**config.mk**
```make
export PLATFORM = sky130hd
export DESIGN_NAME = prog_addr_seq
export DESIGN_NICKNAME = d
export VERILOG_FILES = /design/src/rtl/pas_pkg.sv /design/src/rtl/pas_bank_map.sv /design/src/rtl/pas_irq_prio.sv /design/src/rtl/pas_ret_stack.sv /design/src/rtl/prog_addr_seq.sv
export SDC_FILE = /design/constraint.sdc
export NUM_CORES = 1
export LEC_CHECK = 0
export ABC_CLOCK_PERIOD_IN_PS = 3000
export BUFFER_PORTS_ARGS = -buffer_cell sky130_fd_sc_hd__buf_2
export CORE_UTILIZATION = 35
export CTS_BUF_LIST = sky130_fd_sc_hd__clkbuf_4
export CTS_CLUSTER_DIAMETER = 120
export DETAILED_ROUTE_END_ITERATION = 10
export PLACE_DENSITY = 0.6
export SLEW_MARGIN = 25
export SYNTH_ARGS = -nofsm -noshare
export SYNTH_HDL_FRONTEND = slang
export SYNTH_SLANG_ARGS = --single-unit
```
**constraint.sdc**
```tcl
create_clock -name clk -period 3 [get_ports clk]
set_input_delay 0.6 -clock clk [delete_from_list [all_inputs] [get_ports clk]]
set_output_delay 0.6 -clock clk [all_outputs]
set_load 0.01 [all_outputs]
```
**src/rtl/pas_pkg.sv**
```systemverilog
package pas_pkg;

  typedef enum logic [2:0] {
    PAS_HOLD  = 3'd0,
    PAS_STEP  = 3'd1,
    PAS_JUMP  = 3'd2,
    PAS_SCALL = 3'd3,
    PAS_LCALL = 3'd4,
    PAS_RET   = 3'd5
  } pas_cmd_e;

endpackage

```
**src/rtl/pas_bank_map.sv**
```systemverilog
module pas_bank_map #(
  parameter int CODE_W = 2,
  parameter int PBANK_W = 2
) (
  input  logic               in_window,
  input  logic [CODE_W-1:0]  bank_code,
  output logic [PBANK_W-1:0] phys_bank
);

  logic [PBANK_W-1:0] mapped;

  // Codes 00 and 11 share bank 1; 01 -> bank 2; 10 -> bank 3.
  always_comb begin
    unique case (bank_code[1:0])
      2'b01:   mapped = PBANK_W'(2);
      2'b10:   mapped = PBANK_W'(3);
      default: mapped = PBANK_W'(1);
    endcase
  end

  assign phys_bank = in_window ? mapped : '0;

endmodule

```
**src/rtl/pas_irq_prio.sv**
```systemverilog
module pas_irq_prio #(
  parameter int N_IRQ = 6,
  parameter int AW = 13
) (
  input  logic [N_IRQ-1:0] req,
  output logic             any,
  output logic [AW-1:0]    vec_addr
);

  // Scan from the top so the lowest set index is written last and wins.
  always_comb begin
    vec_addr = '0;
    for (int i = N_IRQ - 1; i >= 0; i--) begin
      if (req[i]) vec_addr = AW'(2 * (i + 1));
    end
  end

  assign any = |req;

endmodule

```
**src/rtl/pas_ret_stack.sv**
```systemverilog
module pas_ret_stack #(
  parameter int W = 13,
  parameter int DEPTH = 13
) (
  input  logic         clk,
  input  logic         rst_n,
  input  logic         push,
  input  logic         pop,
  input  logic [W-1:0] wdata,
  output logic [W-1:0] top,
  output logic         full,
  output logic         empty
);

  localparam int SP_W  = $clog2(DEPTH + 1);
  localparam int IDX_W = (DEPTH > 1) ? $clog2(DEPTH) : 1;

  logic [W-1:0]    mem [DEPTH];
  logic [SP_W-1:0] sp_q;
  logic [SP_W-1:0] top_i;

  assign full  = (sp_q == SP_W'(DEPTH));
  assign empty = (sp_q == '0);
  assign top_i = sp_q - 1'b1;
  assign top   = empty ? '0 : mem[top_i[IDX_W-1:0]];

  always_ff @(posedge clk or negedge rst_n) begin
    if (!rst_n) begin
      sp_q <= '0;
    end else if (push && !full) begin
      sp_q <= sp_q + 1'b1;
    end else if (pop && !empty) begin
      sp_q <= sp_q - 1'b1;
    end
  end

  always_ff @(posedge clk) begin
    if (push && !full) mem[sp_q[IDX_W-1:0]] <= wdata;
  end

endmodule

```
**src/rtl/prog_addr_seq.sv**
```systemverilog
module prog_addr_seq
  import pas_pkg::*;
#(
  parameter int PC_W       = 13,
  parameter int BANK_W     = 2,
  parameter int STK_DEPTH  = 13,
  parameter int N_IRQ      = 6,
  parameter int SIDX_W     = 4,
  parameter int SCALL_BASE = 14,
  parameter int SCALL_STEP = 8,
  parameter int LCALL_W    = 11
) (
  input  logic              clk,
  input  logic              rst_n,
  input  logic [2:0]        cmd,
  input  logic [PC_W-1:0]   br_target,
  input  logic [SIDX_W-1:0] scall_idx,
  input  logic [N_IRQ-1:0]  irq_req,
  input  logic              bank_we,
  input  logic [BANK_W-1:0] bank_wdata,
  output logic [PC_W:0]     rom_addr,
  output logic              stk_ovf,
  output logic              stk_unf
);

  localparam int OFS_W   = PC_W - 1;
  localparam int PBANK_W = 2;

  logic [PC_W-1:0]    pc_q, pc_d, pc_inc, stk_top, irq_vec;
  logic [BANK_W-1:0]  bank_q;
  logic [PBANK_W-1:0] phys_bank;
  logic               push, pop, stk_full, stk_empty, irq_any;
  logic               ovf_set, unf_set;
  pas_cmd_e           cmd_e;

  assign cmd_e  = pas_cmd_e'(cmd);
  assign pc_inc = pc_q + 1'b1;

  pas_irq_prio #(.N_IRQ(N_IRQ), .AW(PC_W)) u_prio (
    .req      (irq_req),
    .any      (irq_any),
    .vec_addr (irq_vec)
  );

  pas_ret_stack #(.W(PC_W), .DEPTH(STK_DEPTH)) u_stack (
    .clk   (clk),
    .rst_n (rst_n),
    .push  (push),
    .pop   (pop),
    .wdata (pc_inc),
    .top   (stk_top),
    .full  (stk_full),
    .empty (stk_empty)
  );

  pas_bank_map #(.CODE_W(BANK_W), .PBANK_W(PBANK_W)) u_map (
    .in_window (pc_q[PC_W-1]),
    .bank_code (bank_q),
    .phys_bank (phys_bank)
  );

  always_comb begin
    pc_d    = pc_q;
    push    = 1'b0;
    pop     = 1'b0;
    unf_set = 1'b0;
    if (irq_any) begin
      pc_d = irq_vec;
      push = 1'b1;
    end else begin
      unique case (cmd_e)
        PAS_STEP:  pc_d = pc_inc;
        PAS_JUMP:  pc_d = br_target;
        PAS_SCALL: begin
          pc_d = PC_W'(SCALL_BASE) + PC_W'(SCALL_STEP) * PC_W'(scall_idx);
          push = 1'b1;
        end
        PAS_LCALL: begin
          pc_d = PC_W'(br_target[LCALL_W-1:0]);
          push = 1'b1;
        end
        PAS_RET: begin
          if (stk_empty) begin
            unf_set = 1'b1;
          end else begin
            pc_d = stk_top;
            pop  = 1'b1;
          end
        end
        default: pc_d = pc_q;
      endcase
    end
  end

  assign ovf_set = push & stk_full;

  always_ff @(posedge clk or negedge rst_n) begin
    if (!rst_n) begin
      pc_q    <= '0;
      bank_q  <= '0;
      stk_ovf <= 1'b0;
      stk_unf <= 1'b0;
    end else begin
      pc_q <= pc_d;
      if (bank_we) bank_q <= bank_wdata;
      if (ovf_set) stk_ovf <= 1'b1;
      if (unf_set) stk_unf <= 1'b1;
    end
  end

  assign rom_addr = {phys_bank, pc_q[OFS_W-1:0]};

endmodule

```
Word level (Yosys, flattened, before mapping)

Memories as Yosys holds them, arrays and structs flattened.
Index checks and enable logic that the tools add are counted.

Mux-type cells: 23
Magnitude comparators: 0
Multiply operators: 0
$add $sub $neg: 4
Reduce and logical (&&, ||, !) cells: 10
Divide/modulo/power cells: 0
Bitwise logic cells: 1
Shifts and indexed selects: 0
Eq/ne operators: 9

Operator list:

| operator                                            | count |
|---|---|
| one-hot mux 13 bit (5 select lines)                 | 1 |
| two-way mux 4 bit                                   | 8 |
| two-way mux 13 bit                                  | 2 |
| adder 13 x 1 -> 13 bit, second input constant       | 1 |
| two-way mux 1 bit                                   | 10 |
| adder 4 x 7 -> 8 bit, first input constant          | 1 |
| equality test 3 x 2 -> 1 bit, second input constant | 2 |
| equality test 3 bit, second input constant          | 2 |
| nonzero test 6 bit                                  | 1 |
| OR reduction 6 bit                                  | 1 |
| adder 4 x 1 -> 4 bit, second input constant         | 1 |
| equality test 4 bit, second input constant          | 1 |
| zero test 4 bit                                     | 1 |
| one-hot mux 2 bit (2 select lines)                  | 1 |
| subtractor 4 x 1 -> 4 bit, second input constant    | 1 |
| equality test 3 x 1 -> 1 bit, second input constant | 1 |
| != test 3 bit, second input constant                | 1 |
| equality test 2 x 1 -> 1 bit, second input constant | 1 |
| equality test 2 bit, second input constant          | 1 |
| logical AND 1 bit                                   | 2 |
| zero test 1 bit                                     | 2 |
| two-way mux 2 bit                                   | 1 |
| AND reduction 2 bit                                 | 1 |
| nonzero test 2 bit                                  | 1 |
| other kinds (2)                                     | 2 |

Memories: 1
Bits in read-only memories: 0
Input bits: 31
Memory bits (writable): 169
Latch bits: 0
Bits in registers: 21
Word-level logic and storage cells: 53
Output and inout port bits: 16

Memories:

| memory      | depth | bits a word | rd ports | clocked after memory_dff | write ports | RTL line            | text |
|---|---|---|---|---|---|---|---|
| u_stack.mem | 13    | 13          | 1        | 0                        | 1           | pas_ret_stack.sv:18 | `logic [W-1:0] mem [DEPTH];` |

Longest topological paths before layout

Gate-level depths: netlist of run 1.

Word-level depth: 7
Depth in mapped cells: 12

Hierarchy

A second synthesis of run 1 with hierarchy kept.

Cells, all modules: 577
Area total of the unflattened synthesis: 8,879.8 µm²

Modules (own cells, without submodules):

| module        | cells an instance | area an instance (µm²) | times used |
|---|---|---|---|
| pas_ret_stack | 339               | 6,905.4                | 1 |
| prog_addr_seq | 214               | 1,795.5                | 1 |
| pas_irq_prio  | 20                | 135.1                  | 1 |
| pas_bank_map  | 4                 | 43.8                   | 1 |

Least setup slack after synthesis of run 1

Ideal clock, no wire load.

Path kind: in2reg
From: in cmd[0]
To: mem u_stack.mem[3][0] (enable)
Data required time: 2.600 ns
Stages: 5
Library setup time: 0.400 ns
Setup slack: 0.015 ns
Path buffers: 1
Arrival time: 2.586 ns
Cell sequence: buf_2 or3b_1 a41oi_1 nand2_1 nor3_1

Word-level cells in the longest chain between the ends: 7

RTL lines:

| element                                                             | RTL line            | text |
|---|---|---|
| start, declared                                                     | prog_addr_seq.sv:15 | `input logic [2:0] cmd,` |
| equality test 3 bit or equality test 3 x 2 -> 1 bit (tied branches) | prog_addr_seq.sv:71 | `unique case (cmd_e)` |
| OR reduction 2 bit (no source line) (*)                             | n/a                 |  |
| two-way mux 1 bit (*)                                               | prog_addr_seq.sv:71 |  |
| two-way mux 1 bit (*)                                               | prog_addr_seq.sv:67 | `if (irq_any) begin` |
| logical AND 1 bit (*)                                               | pas_ret_stack.sv:38 | `if (push && !full) mem[sp_q[IDX_W-1:0]] <= wdata;` |
| two-way mux 1 bit (*)                                               | pas_ret_stack.sv:38 |  |
| two-way mux 1 bit (implied by the code) (*)                         | pas_ret_stack.sv:38 |  |
| end, declared                                                       | pas_ret_stack.sv:18 |  |

Mark *: on every way between the ends. The rest lies on a longest branch, timed or not.

Worst setup path in the final report of run 1

From: reg u_stack.sp_q[0]
To: reg pc_q[3]

Word-level cells in the longest chain between the ends: 5

RTL lines:

| element                             | RTL line             | text |
|---|---|---|
| start, declared                     | pas_ret_stack.sv:19  | `logic [SP_W-1:0] sp_q;` |
| start signal, assigned              | pas_ret_stack.sv:31  | `sp_q <= sp_q + 1'b1;` |
| start signal, assigned              | pas_ret_stack.sv:33  | `sp_q <= sp_q - 1'b1;` |
| subtractor 4 x 1 -> 4 bit           | pas_ret_stack.sv:24  | `assign top_i = sp_q - 1'b1;` |
| memory read (13 x 13 bit)           | n/a                  |  |
| two-way mux 13 bit                  | prog_addr_seq.sv:83  | `if (stk_empty) begin` |
| one-hot mux 13 bit (5 select lines) | prog_addr_seq.sv:71  |  |
| two-way mux 13 bit                  | prog_addr_seq.sv:67  |  |
| end signal, assigned                | prog_addr_seq.sv:104 | `pc_q <= pc_d;` |
| end, declared                       | prog_addr_seq.sv:29  | `logic [PC_W-1:0] pc_q, pc_d, pc_inc, stk_top, irq_vec;` |

Parallel ways exist; a longest one is shown, timed or not. The select of a mux whose other input is x is not followed.
A chain may end at the register's enable or synchronous reset.

==> summary.md, run 1 <==
| Metric | Value |
|---|---|
| Status | complete, no violations |
| Mapped Nets | 578 |
| Synth Flop Type | edfxtp_1 |
| Synth Warn # | 0 |
| # H-tree levels | 4 |
| Number of global-route vias before repair | 5293 |
| Initial cell density of the core | 35.7% |
| Peak Freq | 378 MHz |
| Via count | 5273 |
| Pwr Total | 0.00841 W |
| DR WL/cell | 24.2 µm |
| DR DRC count | 0 |
| CTS Buffer Depth | 2 |
| Row cnt | 56 |
| Cell count after synthesis | 539 |
| TritonCTS clock tree | built |
| Clock skew | 26.0 ps |
| Ports | 47 |
| CP required | 3480 ps |
| Final Hold Vio Count | 0 |
| Final setup viols | 0 |
| Detailed Route WL | 23.1 mm |
| Fin crit period | 2640 ps |
| Worst-Margin Slew | 792 ps |
| Asr flop ratio synth | 11.1% |
| DR pass1 iterations | 5 |
| Post-Syn Area | 8380 µm² |
| Slew headroom | 47.2% |
| Sum Neg Setup Slack | 0 ps |
| Crit path DAT | 3120 ps |
| Synth Area in Compound Gates | 6.77% |
| Mux share of post-synthesis cell area | 11.6% |
| Pwr/cell area | 881 nW/µm² |
| Root buffer cell | clkbuf_4 |
| Syn Area/Cell | 15.5 µm² |
| Port bufs | 46 |
| Die height | 157 µm |
| CP endpoint kind | register |
| Leakage power | 3.32 nW |
| Filler cell count | 2147 |
| Clock latency on the worst-skew pair | 590 ps |
| Largest family of logic cells by synthesized area | multiplexers |
| Post-synth EDFFs | 169 |
| CP Launch Type | register |
| Register bit total from synthesis | 190 |
| DP Worst Slack | 427 ps |
| Adder-Cell Fraction of Synth Area | 1.19% |
| First-pass GRT wire length | 34.1 mm |
| Post-Synth XOR/XNOR Area | 2.18% |
| GPL Wtd Cong | 0.957 |
| Vias/cell | 5.54 |
| Area growth syn-to-layout | 13.8% |
| Crit Path Max Fanout | 18 |
| 1st-iter DRT viols | 513 |
| HP Class | input port to register |
| Synth unique cells | 63 |
| CTS Buf Count | 17 |
| Period utilization | 88.1% |
| Clock sink count | 190 |
| GR Overflow Total | 0 |
| Layout cell share with drive strength beyond 1 | 28.0% |
| RSZ-0062 raised after global routing | false |
| WS Path Type | register to register |
| # Max-Cap Violations | 0 |
| Post-CTS Resized | 0 |
| VDD IR max | 479 µV |
| Antenna-violating nets left | 0 |
| Worst-path clk slew | 170 ps |
| Final Slew Violations | 0 |
| Total core area | 23500 µm² |
| Worst setup margin | 357 ps |
| GR Util All Layers | 19.8% |
| Simple logic cell fraction of the synthesized area | 8.98% |
| Largest net degree at the start of global routing | 35 |
| Total die area | 24600 µm² |
| Seq/Total Area, Yosys | 66.9% |
| Initial antenna violation count | 1 |
| Nets | 658 |
| Die Width | 157 µm |
| Dpl hpwl | 15.9 mm |
## placed cells by master (no fill, tap or decap), drive strengths merged, types with 4 or more instances in the layout
cell type / Yosys / routed
mux2i: 4 / 4
nand3: 21 / 21
nor2: 28 / 28
edfxtp: 169 / 169
xor2: 13 / 13
clkbuf: 7 / 17
o31ai: 4 / 4
nor2b: 6 / 6
nand2: 65 / 65
ha: 8 / 8
nor3: 15 / 15
inv: 10 / 16
o21ai: 19 / 19
xnor2: 7 / 7
a21oi: 15 / 15
mux4: 40 / 40
buf: 19 / 86
a31oi: 6 / 6
dfrtp: 21 / 21
clkinv: 0 / 5
nand4: 10 / 10
## state kept, by name, summed over array words and instances, names as in the netlist
name	flops
bank_q	2
u_stack.mem	169
pc_q	13
u_stack.sp_q	4
stk_ovf	1
stk_unf	1
## final timing paths
check | start | endpoint | slack [ps] | cells after the start
setup / recovery | u_stack.sp_q[0] | pc_q[3] | 360 | 7
hold / removal | bank_we | bank_q[1] | 220 | 2
setup reg to reg | u_stack.sp_q[0] | pc_q[3] | 360 | 7
hold reg to reg | stk_unf | stk_unf | 500 | 1
max in group asynchronous | rst_n | u_stack.sp_q[0] | 2110 | 2
min in group asynchronous | rst_n | stk_ovf | 500 | 2
## final cells by class
class / instances / area (µm²) / share of cell area, %
Antenna cell: 1 / 2.50 / 0.0262
Tap cell: 319 / 399 / 4.19
Inverter: 10 / 37.5 / 0.394
Sequential cell: 190 / 5600 / 58.7
Multi-Input combinational cell: 313 / 2590 / 27.2
Clock inverter: 15 / 199 / 2.09
Clock buffer: 17 / 128 / 1.34
Timing Repair Buffer: 87 / 578 / 6.06
## power by group
group	internal [W]	switching [W]
sequential	0.00332	0.000189
clock	0.000540	0.000968
combinational	0.00137	0.00202
## through the flow
stage	hold WS, ps	cell area (µm²)	std cells	util, %
after floorplan	304	8380	539	-
after global routing	182	9540	952	40.6
after CTS	189	9530	951	40.6
after global placement	487	9200	918	39.2
final	223	9540	952	40.6
after detailed placement	469	9200	918	39.2
## cells in the mapped netlist (all sizes together), types with 7 or more instances
library cell  instances  area, µm²
nor3                 15       80.1
o21ai                19       95.1
dfrtp                21        526
nor2                 28        110
nand2                65        251
a21oi                15       75.1
nand3                21        105
clkbuf                7       26.3
edfxtp              169       5070
mux4                 40        901
ha                    8        100
buf                  19        136
xnor2                 7       68.8
xor2                 13        114
nand4                10       62.6
inv                  10       37.5
## cell families after synthesis
family,count (synthesis)
compound gates,79
xor+xnor,20
fa+ha+maj,8
buf+inv,36
flops,190
mux,47
simple gates,159
## critical path: stages, from the launching register on
cell and delay [ps]:
dfrtp_2 550, buf_4 390, nor4_1 140, nor2_1 580
buf_4 280, mux2i_1 280, o221a_1 260, a221oi_2 60
## metal layers
layer  up-vias  wire length, µm  track usage (%)
met5         -                0                0
met4         0              649             6.77
met3        48             1710             4.90
met2       239            10500             30.5
met1      2723            10200             27.3
li1       2263                -                -
## what timing repair did
action | 4_1_cts | 5_1_grt
buffers inserted | 0 | 0
hold buffers | 1 | 0
hold endpoints to repair | 21 | 0
Note: power is estimated with default switching activity, not from simulation.
==> inputs of run 2 (changes only) <==
ABC_CLOCK_PERIOD_IN_PS = 2550   (was 3000)
PLACE_DENSITY = 0.59   (was 0.6)
clock period = 2.55 ns   (was 3 ns; I/O delays follow)
==> summary.md, run 2 (synthesized netlist as in run 1, its figures left out) <==
| Metric | Value |
|---|---|
| Status | complete, no violations |
| Dpl hpwl | 15.1 mm |
| Layout cell share with drive strength beyond 1 | 29.9% |
| Final Slew Violations | 0 |
| Clock sink count | 190 |
| Hold depth | 2 |
| Worst-path cell chain | inv_1, ha_1, buf_12, mux4_2, nand3_1, a21oi_1, a2111oi_2, o22ai_1 |
| CP Launch Type | register |
| Met3 wire len | 1.36 mm |
| Clock latency on the worst-skew pair | 580 ps |
| Largest net degree at the start of global routing | 45 |
| Hold path start | bank_we |
| FF/Latch Area | 5600 µm² |
| CP endpoint kind | register |
| M1 WL | 9.81 mm |
| Worst setup margin | 167 ps |
| Initial antenna violation count | 0 |
| Detailed Route WL | 21.8 mm |
| Peak Freq | 420 MHz |
| Finished Layout Cells | 961 |
| Uppermost layer routed | met4 |
| 1st-iter DRT viols | 454 |
| Crit path DAT | 2850 ps |
| Final setup viols | 0 |
| Number of global-route vias before repair | 5274 |
| Vias/cell | 5.37 |
| CTS Buffer Depth | 2 |
| Period utilization | 93.5% |
| Hold Buf Count CTS | 1 |
| RSZ-0062 raised after global routing | false |
| CP required | 3010 ps |
| Via count | 5156 |
| Slowest stage delay, CP | 450 ps |
| Post-CTS Setup Bufs | 0 |
| R2r startpoint | u_stack.sp_q[0] |
| Max reg flops | 169 |
| Nets | 668 |
| Total core area | 23500 µm² |
| GR Overflow Total | 0 |
| Multi-input logic area | 2610 µm² |
| Worst hold endpoint | bank_q[1] |
| Antenna-violating nets left | 0 |
| DP Worst Slack | 201 ps |
| Filler cell count | 2147 |
| Crit Path Max Fanout | 23 |
| Fin crit period | 2380 ps |
| HP Class | input port to register |
| TritonCTS clock tree | built |
| Clock skew | 16.4 ps |
| Die Width | 157 µm |
| Diode count | 0 |
| DR WL/cell | 22.7 µm |
| Most frequent cells in the layout | edfxtp_1 (169), nand2_1 (64), buf_2 (46) |
| Root buffer cell | clkbuf_4 |
| CTS Buf Count | 17 |
| Length of routed met2 wiring | 10.1 mm |
| Pwr Total | 0.00975 W |
| DR pass1 iterations | 7 |
| VDD IR max | 434 µV |
| First-pass GRT wire length | 32.9 mm |
| Ports | 47 |
| Post-CTS Resized | 0 |
| Worst reg2reg setup slack | 170 ps |
| # H-tree levels | 4 |
| Total die area | 24600 µm² |
| DR DRC count | 0 |
| Placed insts | 928 |
| Most common cell after layout, fill and taps aside | edfxtp_1 |
| GPL Wtd Cong | 0.887 |
| Worst-Margin Slew | 594 ps |
| Crit Reg-Reg Endpoint | pc_q[2] |
| Port bufs | 46 |
| Leakage power | 3.37 nW |
| Crit-path slowest cell | dfrtp_2 |
| Row cnt | 56 |
| Die height | 157 µm |
| Final Hold Vio Count | 0 |
| Slew headroom | 60.1% |
| Worst-path clk slew | 160 ps |
| Initial cell density of the core | 35.7% |
| # Max-Cap Violations | 0 |
| Worst Reg2Reg Path Length in Cells | 8 |
| Pwr/cell area | 1010 nW/µm² |
| Area growth syn-to-layout | 14.9% |
| WS Path Type | register to register |
| GR Util All Layers | 18.7% |
==> run 2: cell count changes in the layout (fill, tap and decap cells not counted), moves of 2 or more <==
cell	previous run	this run
buf_4	37	44
nor2_1	26	21
nor2_2	2	7
buf_12	3	6
clkinv_2	0	2
==> run 2: worst max-delay path by stage <==
stage / startpoint / end / slack (ps) / depth (start not counted)
5_1_grt: u_stack.sp_q[0] / pc_q[9] / 80 / 9
6_report: u_stack.sp_q[0] / pc_q[2] / 170 / 8
3_5_place_dp: u_stack.sp_q[0] / pc_q[2] / 200 / 8
3_3_place_gp: u_stack.sp_q[0] / pc_q[12] / 230 / 7
4_1_cts: u_stack.sp_q[0] / pc_q[12] / 170 / 7
2_1_floorplan: u_stack.sp_q[1] / u_stack.mem[11][0] / -80 / 7
==> run 2: cell type report <==
type | count | share of cell area, %
tap | 319 | 4.15
inverter | 10 | 0.390
clock inverter | 14 | 1.57
clock buffer | 18 | 1.40
timing repair buffer | 97 | 7.18
multi-input combinational | 313 | 27.1
sequential | 190 | 58.2
==> run 2: worst max-delay path, delay by kind of cell, from the launching register on <==
family | cells | cell delay, ps
compound gates | 3 | 610
fa+ha+maj | 1 | 390
buf+inv | 2 | 340
simple gates | 1 | 110
flops | 1 | 450
mux | 1 | 360
==> run 2: stage by stage <==
step / cell area, µm² / TNS (ps) / util [%] / hold WS (ps)
after floorplan: 8420 / -2530 / - / 214
after global placement: 9330 / 0 / 39.7 / 496
after detailed placement: 9330 / 0 / 39.7 / 497
after CTS: 9630 / 0 / 41.0 / 92.8
after global routing: 9630 / 0 / 41.0 / 126
final: 9630 / 0 / 41.0 / 130
==> run 2: metal layers <==
| metal | vias to the layer above | track usage, % |
|---|---|---|
| met5 | - | 0 |
| met4 | 0 | 6.44 |
| met3 | 28 | 3.43 |
| met2 | 221 | 29.2 |
| met1 | 2620 | 26.1 |
| li1 | 2287 | - |
==> run 2: report_power, final <==
group / total, W / switching (W) / internal [W] / leakage [nW]
Sequential: 0.00407 / 0.000165 / 0.00391 / 1.80
Clock: 0.00162 / 0.00109 / 0.000532 / 0.152
Combinational: 0.00406 / 0.00236 / 0.00170 / 1.41
Total: 0.00975 / 0.00361 / 0.00614 / 3.37
